[src/rtl/idle_gate_pkg.sv]
package idle_gate_pkg;

  localparam int CFG_W   = 8;
  localparam int NUM_DOM = 4;

  // domain indices
  localparam int DOM_WDT = 0;
  localparam int DOM_OST = 1;
  localparam int DOM_PER = 2;
  localparam int DOM_BUS = 3;

  // configuration bit that controls each domain, indexed by domain
  localparam int DOM_POS [NUM_DOM] = '{0, 1, 2, 6};

  typedef logic [NUM_DOM-1:0] dom_vec_t;
  typedef logic [CFG_W-1:0]   cfg_word_t;

  // bits that are stored; all others read as zero
  function automatic cfg_word_t cfg_keep_mask();
    cfg_word_t m;
    m = '0;
    for (int d = 0; d < NUM_DOM; d++) m[DOM_POS[d]] = 1'b1;
    return m;
  endfunction

  // per-domain stop request from a configuration word
  function automatic dom_vec_t stop_from_cfg(cfg_word_t c);
    dom_vec_t v;
    for (int d = 0; d < NUM_DOM; d++) v[d] = c[DOM_POS[d]];
    return v;
  endfunction

  // enable vector for an idle state, captured stop mask and watchdog mode
  function automatic dom_vec_t enables_from(logic idle, dom_vec_t stop, logic wdog);
    dom_vec_t e;
    e = idle ? ~stop : '1;
    e[DOM_WDT] = e[DOM_WDT] | wdog;
    return e;
  endfunction

endpackage

[src/rtl/igc_cfg_reg.sv]
module igc_cfg_reg
  import idle_gate_pkg::*;
(
  input  logic      clk,
  input  logic      rst_n,
  input  logic      we,
  input  cfg_word_t wdata,
  output cfg_word_t cfg_q
);

  localparam cfg_word_t KEEP = cfg_keep_mask();

  always_ff @(posedge clk or negedge rst_n) begin
    if (!rst_n)  cfg_q <= '0;
    else if (we) cfg_q <= wdata & KEEP;
  end

  assert_rsvd_zero_R2: assert property (@(posedge clk) disable iff (!rst_n)
    (cfg_q & ~KEEP) == '0);

  assert_write_lands_R2: assert property (@(posedge clk) disable iff (!rst_n)
    we |=> cfg_q == ($past(wdata) & KEEP));

endmodule

[src/rtl/igc_idle_track.sv]
module igc_idle_track (
  input  logic clk,
  input  logic rst_n,
  input  logic sw_idle_req,
  input  logic wfi_req,
  input  logic wake_evt,
  output logic idle_q,
  output logic idle_next,
  output logic entry_evt,
  output logic exit_evt
);

  logic any_req;

  assign any_req   = sw_idle_req | wfi_req;
  // wake has priority over a simultaneous request
  assign entry_evt = !idle_q && any_req && !wake_evt;
  assign exit_evt  = idle_q && wake_evt;

  always_comb begin
    idle_next = idle_q;
    if (entry_evt)     idle_next = 1'b1;
    else if (exit_evt) idle_next = 1'b0;
  end

  always_ff @(posedge clk or negedge rst_n) begin
    if (!rst_n) idle_q <= 1'b0;
    else        idle_q <= idle_next;
  end

  assert_wake_exit_R5: assert property (@(posedge clk) disable iff (!rst_n)
    (idle_q && wake_evt) |=> !idle_q);

  assert_wake_wins_R6: assert property (@(posedge clk) disable iff (!rst_n)
    (!idle_q && wake_evt) |=> !idle_q);

  assert_idle_sticky_R9: assert property (@(posedge clk) disable iff (!rst_n)
    (idle_q && !wake_evt) |=> idle_q);

endmodule

[src/rtl/igc_enable_gen.sv]
module igc_enable_gen
  import idle_gate_pkg::*;
(
  input  logic      clk,
  input  logic      rst_n,
  input  cfg_word_t cfg_q,
  input  logic      idle_q,
  input  logic      idle_next,
  input  logic      entry_evt,
  input  logic      exit_evt,
  input  logic      wdog_mode,
  output dom_vec_t  en_q
);

  dom_vec_t snap_q, snap_next, en_next;

  // stop mask is captured only at idle entry
  assign snap_next = entry_evt ? stop_from_cfg(cfg_q) : snap_q;
  assign en_next   = enables_from(idle_next, snap_next, wdog_mode);

  always_ff @(posedge clk or negedge rst_n) begin
    if (!rst_n) snap_q <= '0;
    else        snap_q <= snap_next;
  end

  for (genvar d = 0; d < NUM_DOM; d++) begin : g_dom
    always_ff @(posedge clk or negedge rst_n) begin
      if (!rst_n) en_q[d] <= 1'b1;
      else        en_q[d] <= en_next[d];
    end
  end

  assert_wake_all_on_R5: assert property (@(posedge clk) disable iff (!rst_n)
    exit_evt |=> (&en_q));

  assert_out_of_idle_on_R6: assert property (@(posedge clk) disable iff (!rst_n)
    (!idle_q && !entry_evt) |=> (&en_q));

  assert_wdog_on_R7: assert property (@(posedge clk) disable iff (!rst_n)
    wdog_mode |=> en_q[DOM_WDT]);

  assert_hold_in_idle_R8: assert property (@(posedge clk) disable iff (!rst_n)
    (idle_q && !exit_evt) |=> $stable(en_q[NUM_DOM-1:1]));

endmodule

[src/rtl/idle_clk_gate_ctrl.sv]
module idle_clk_gate_ctrl
  import idle_gate_pkg::*;
(
  input  logic             clk,
  input  logic             rst_n,
  input  logic             cfg_we,
  input  logic [CFG_W-1:0] cfg_wdata,
  output logic [CFG_W-1:0] cfg_rdata,
  input  logic             sw_idle_req,
  input  logic             wfi_req,
  input  logic             wake_evt,
  input  logic             wdog_mode,
  output logic             en_bus_grp,
  output logic             en_periph,
  output logic             en_ostimer,
  output logic             en_wdtimer
);

  cfg_word_t cfg_q;
  logic      idle_q, idle_next, entry_evt, exit_evt;
  dom_vec_t  en_q;

  igc_cfg_reg u_cfg (
    .clk   (clk),
    .rst_n (rst_n),
    .we    (cfg_we),
    .wdata (cfg_wdata),
    .cfg_q (cfg_q)
  );

  igc_idle_track u_idle (
    .clk         (clk),
    .rst_n       (rst_n),
    .sw_idle_req (sw_idle_req),
    .wfi_req     (wfi_req),
    .wake_evt    (wake_evt),
    .idle_q      (idle_q),
    .idle_next   (idle_next),
    .entry_evt   (entry_evt),
    .exit_evt    (exit_evt)
  );

  igc_enable_gen u_en (
    .clk       (clk),
    .rst_n     (rst_n),
    .cfg_q     (cfg_q),
    .idle_q    (idle_q),
    .idle_next (idle_next),
    .entry_evt (entry_evt),
    .exit_evt  (exit_evt),
    .wdog_mode (wdog_mode),
    .en_q      (en_q)
  );

  assign cfg_rdata  = cfg_q;
  assign en_bus_grp = en_q[DOM_BUS];
  assign en_periph  = en_q[DOM_PER];
  assign en_ostimer = en_q[DOM_OST];
  assign en_wdtimer = en_q[DOM_WDT];

  assert_reset_on_R1: assert property (@(posedge clk) disable iff (!rst_n)
    $rose(rst_n) |-> (&en_q));

endmodule

[config.mk]
export PLATFORM = sky130hd
export DESIGN_NAME = idle_clk_gate_ctrl
export DESIGN_NICKNAME = d
export VERILOG_FILES = /design/src/rtl/idle_gate_pkg.sv /design/src/rtl/igc_cfg_reg.sv /design/src/rtl/igc_idle_track.sv /design/src/rtl/igc_enable_gen.sv /design/src/rtl/idle_clk_gate_ctrl.sv
export SDC_FILE = /design/constraint.sdc
export NUM_CORES = 1
export LEC_CHECK = 0
export ABC_AREA = 1
export CAP_MARGIN = 20
export CORE_MARGIN = 10
export CORE_UTILIZATION = 43
export CTS_BUF_LIST = sky130_fd_sc_hd__clkbuf_2
export DETAILED_ROUTE_END_ITERATION = 8
export PLACE_DENSITY = 0.8
export SYNTH_ARGS = -nofsm -noshare
export SYNTH_HDL_FRONTEND = slang
export SYNTH_HIERARCHICAL = 1
export SYNTH_SLANG_ARGS = --single-unit
[constraint.sdc]
create_clock -name clk -period 2.1 [get_ports clk]
set_clock_uncertainty 0.1 [all_clocks]
set_input_delay 0.42 -clock clk [delete_from_list [all_inputs] [get_ports clk]]
set_output_delay 0.42 -clock clk [all_outputs]
set_load 0.03 [all_outputs]
==> flow_summary_export.csv <==
group,metric,value,unit
sta,finalCritPeriodShare,0.944,
status,status,"finished clean",
die,die_area,3120,um^2
setup_path,cp.arrival,1.46,ns
clocking,clkSinkCount,13,
setup_path,cp-end-kind,"output port",
sta,setup-violations-final,0,
sta,hold_viol_final,0,
cells_and_area,layout.cells.non_filler,100,
global_routing,met2_usage,0.126,
sta,final.min_clock_period,1.98,ns
sta,fmax,504,MHz
die,core_area,1160,um^2
logic_synthesis,yosysWarnings,6,
detailed_routing,drt-total-wl,1.12,mm
clocking,postCtsHoldBufs,0,
power,internal_power,419,uW
die,dieHeight,55.8,um
clocking,cts_setup_buffers,0,
flow_run,drv_cap,0,
place,placedCellCount,96,
logic_synthesis,netlist_instances,65,
global_routing,grt.met3_usage,0.0501,
power,p_per_area,817,nW/um^2
global_routing,gr-max-usage-layer,"met2",
die,start_util,0.477,
global_routing,grt_overflow,0,
die,die_w,55.8,um
power,combinationalPowerShare,0.284,
place,portBuffers,18,
place,gp_congestion,0.713,
clocking,htreeDepth,1,
sta,drv_slew,0,
global_routing,grt_use_met1,0.0721,
setup_path,start_kind,"flip-flop",
setup_path,cp_max_fo,1,
cells_and_area,final_cell_mix,"26 x nand2_1, 18 x clkdlybuf4s50_1, 11 x inv_1",
clocking,cts.path.max_buffers,2,
cells_and_area,final_nets,102,
clocking,root_buffer,"clkbuf_2",
die,core.rowCount,12,
global_routing,grt_pass1_vias,466,
power,leakagePower,0.398,nW
power,switching_power,194,uW
global_routing,track_usage,0.0784,
power,pwr-share-clk,0.208,
detailed_routing,drc,0,
clocking,cts_resized,0,
setup_path,path_cells,"clkdlybuf4s50_1",
clocking,clk_pin_slew,0.12,ns
clocking,numCtsBuffers,3,
sta,whs,0.388,ns
global_routing,antenna_found_initial,0,
cells_and_area,area_growth,36.1,%
detailed_routing,drtIter0Drc,6,
setup_path,slowest_stage,"clkdlybuf4s50_1",
place,place_hpwl,952,um
sta,max_slew_margin,0.634,
setup_path,worst-path-buf-inv,1,
logic_synthesis,postSynthAreaPerCell,8.49,um^2
cells_and_area,fin_util,0.649,
setup_path,critical_path_class,"reg2out",
detailed_routing,num_vias,433,
power,swShare,0.316,
sta,rsz0062_at_grt,"no",
clocking,clk_latency,0.26,ns
sta,tns,0,ns
die,io_pins,27,
cells_and_area,diodes,0,
logic_synthesis,syn-cell-area,552,um^2
detailed_routing,vias_per_cell,4.33,
detailed_routing,wire_per_inst,11.2,um
global_routing,grt_pass1_wl,1.99,mm
cells_and_area,drive_gt1_frac,0.116,
power,ir_drop,404,uV
global_routing,grt_max_degree,14,
detailed_routing,firstDrtPassIters,4,
setup_path,critPathMaxStageDelay,0.66,ns
sta,worstMarginPinSlew,0.547,ns
setup_path,cp_data_required_time,1.58,ns
setup_path,critical_path.top_delay_family,"buffers and inverters",
clocking,cts_tree,"built",
power,pwr-share-seq,0.507,
detailed_routing,final_antenna_net_count,0,
hold_path,hold_class,"reg2reg",
cells_and_area,final_common_cell,"nand2_1",
cell type report:
| cell class | instances | area (um^2) |
|---|---|---|
| fillers | 109 | 405 |
| repair buffers | 18 | 180 |
| inverters | 13 | 48.8 |
| flip-flops and latches | 13 | 330 |
| clock buffers | 4 | 20.0 |
| well taps | 14 | 17.5 |
| multi-input cells | 38 | 154 |
final timing paths:
| path | cells past startpoint | to | start | slack (ns) |
|---|---|---|---|---|
| max in group asynchronous | 1 | u_en/en_q[3] | rst_n | 1.13 |
| worst max-delay path | 1 | en_ostimer | u_en/en_q[1] | 0.12 |
| worst max register to register | 5 | u_en/snap_q[2] | u_idle/idle_q | 0.96 |
| worst min register to register | 2 | u_en/snap_q[0] | u_en/snap_q[0] | 0.39 |
| worst min-delay path | 2 | u_en/snap_q[0] | u_en/snap_q[0] | 0.39 |
| min in group asynchronous | 1 | u_cfg/cfg_q[6] | rst_n | 0.40 |
routing by layer:
layer / routed length [um] / vias up
met1: 387 / 196
met3: 135 / 2
li1: - / 219
met4: 13 / 0
met2: 587 / 16
met5: 0 / -
through the flow:
stage	power, mW	setup slack [ns]	area [um^2]
2_1_floorplan	0.423	0.989	563
5_1_grt	0.650	0.0708	751
3_3_place_gp	0.485	0.422	731
6_report	0.614	0.117	751
3_5_place_dp	0.494	0.412	731
4_1_cts	0.622	0.0921	751
flip-flops by register name, indices dropped and copies added (netlist names):
signal / count
u_cfg/cfg_q: 4
u_en/snap_q: 4
u_en/en_q: 4
u_idle/idle_q: 1
power by group through the flow:
stage / Combinational [mW] / Sequential [mW] / Clock (mW)
finish: 0.174 / 0.311 / 0.128
global route: 0.192 / 0.316 / 0.141
CTS: 0.177 / 0.313 / 0.133
detailed placement: 0.176 / 0.317 / 0
global placement: 0.171 / 0.315 / 0
floorplan: 0.0689 / 0.354 / 0
(Power assumes the default switching activity.)
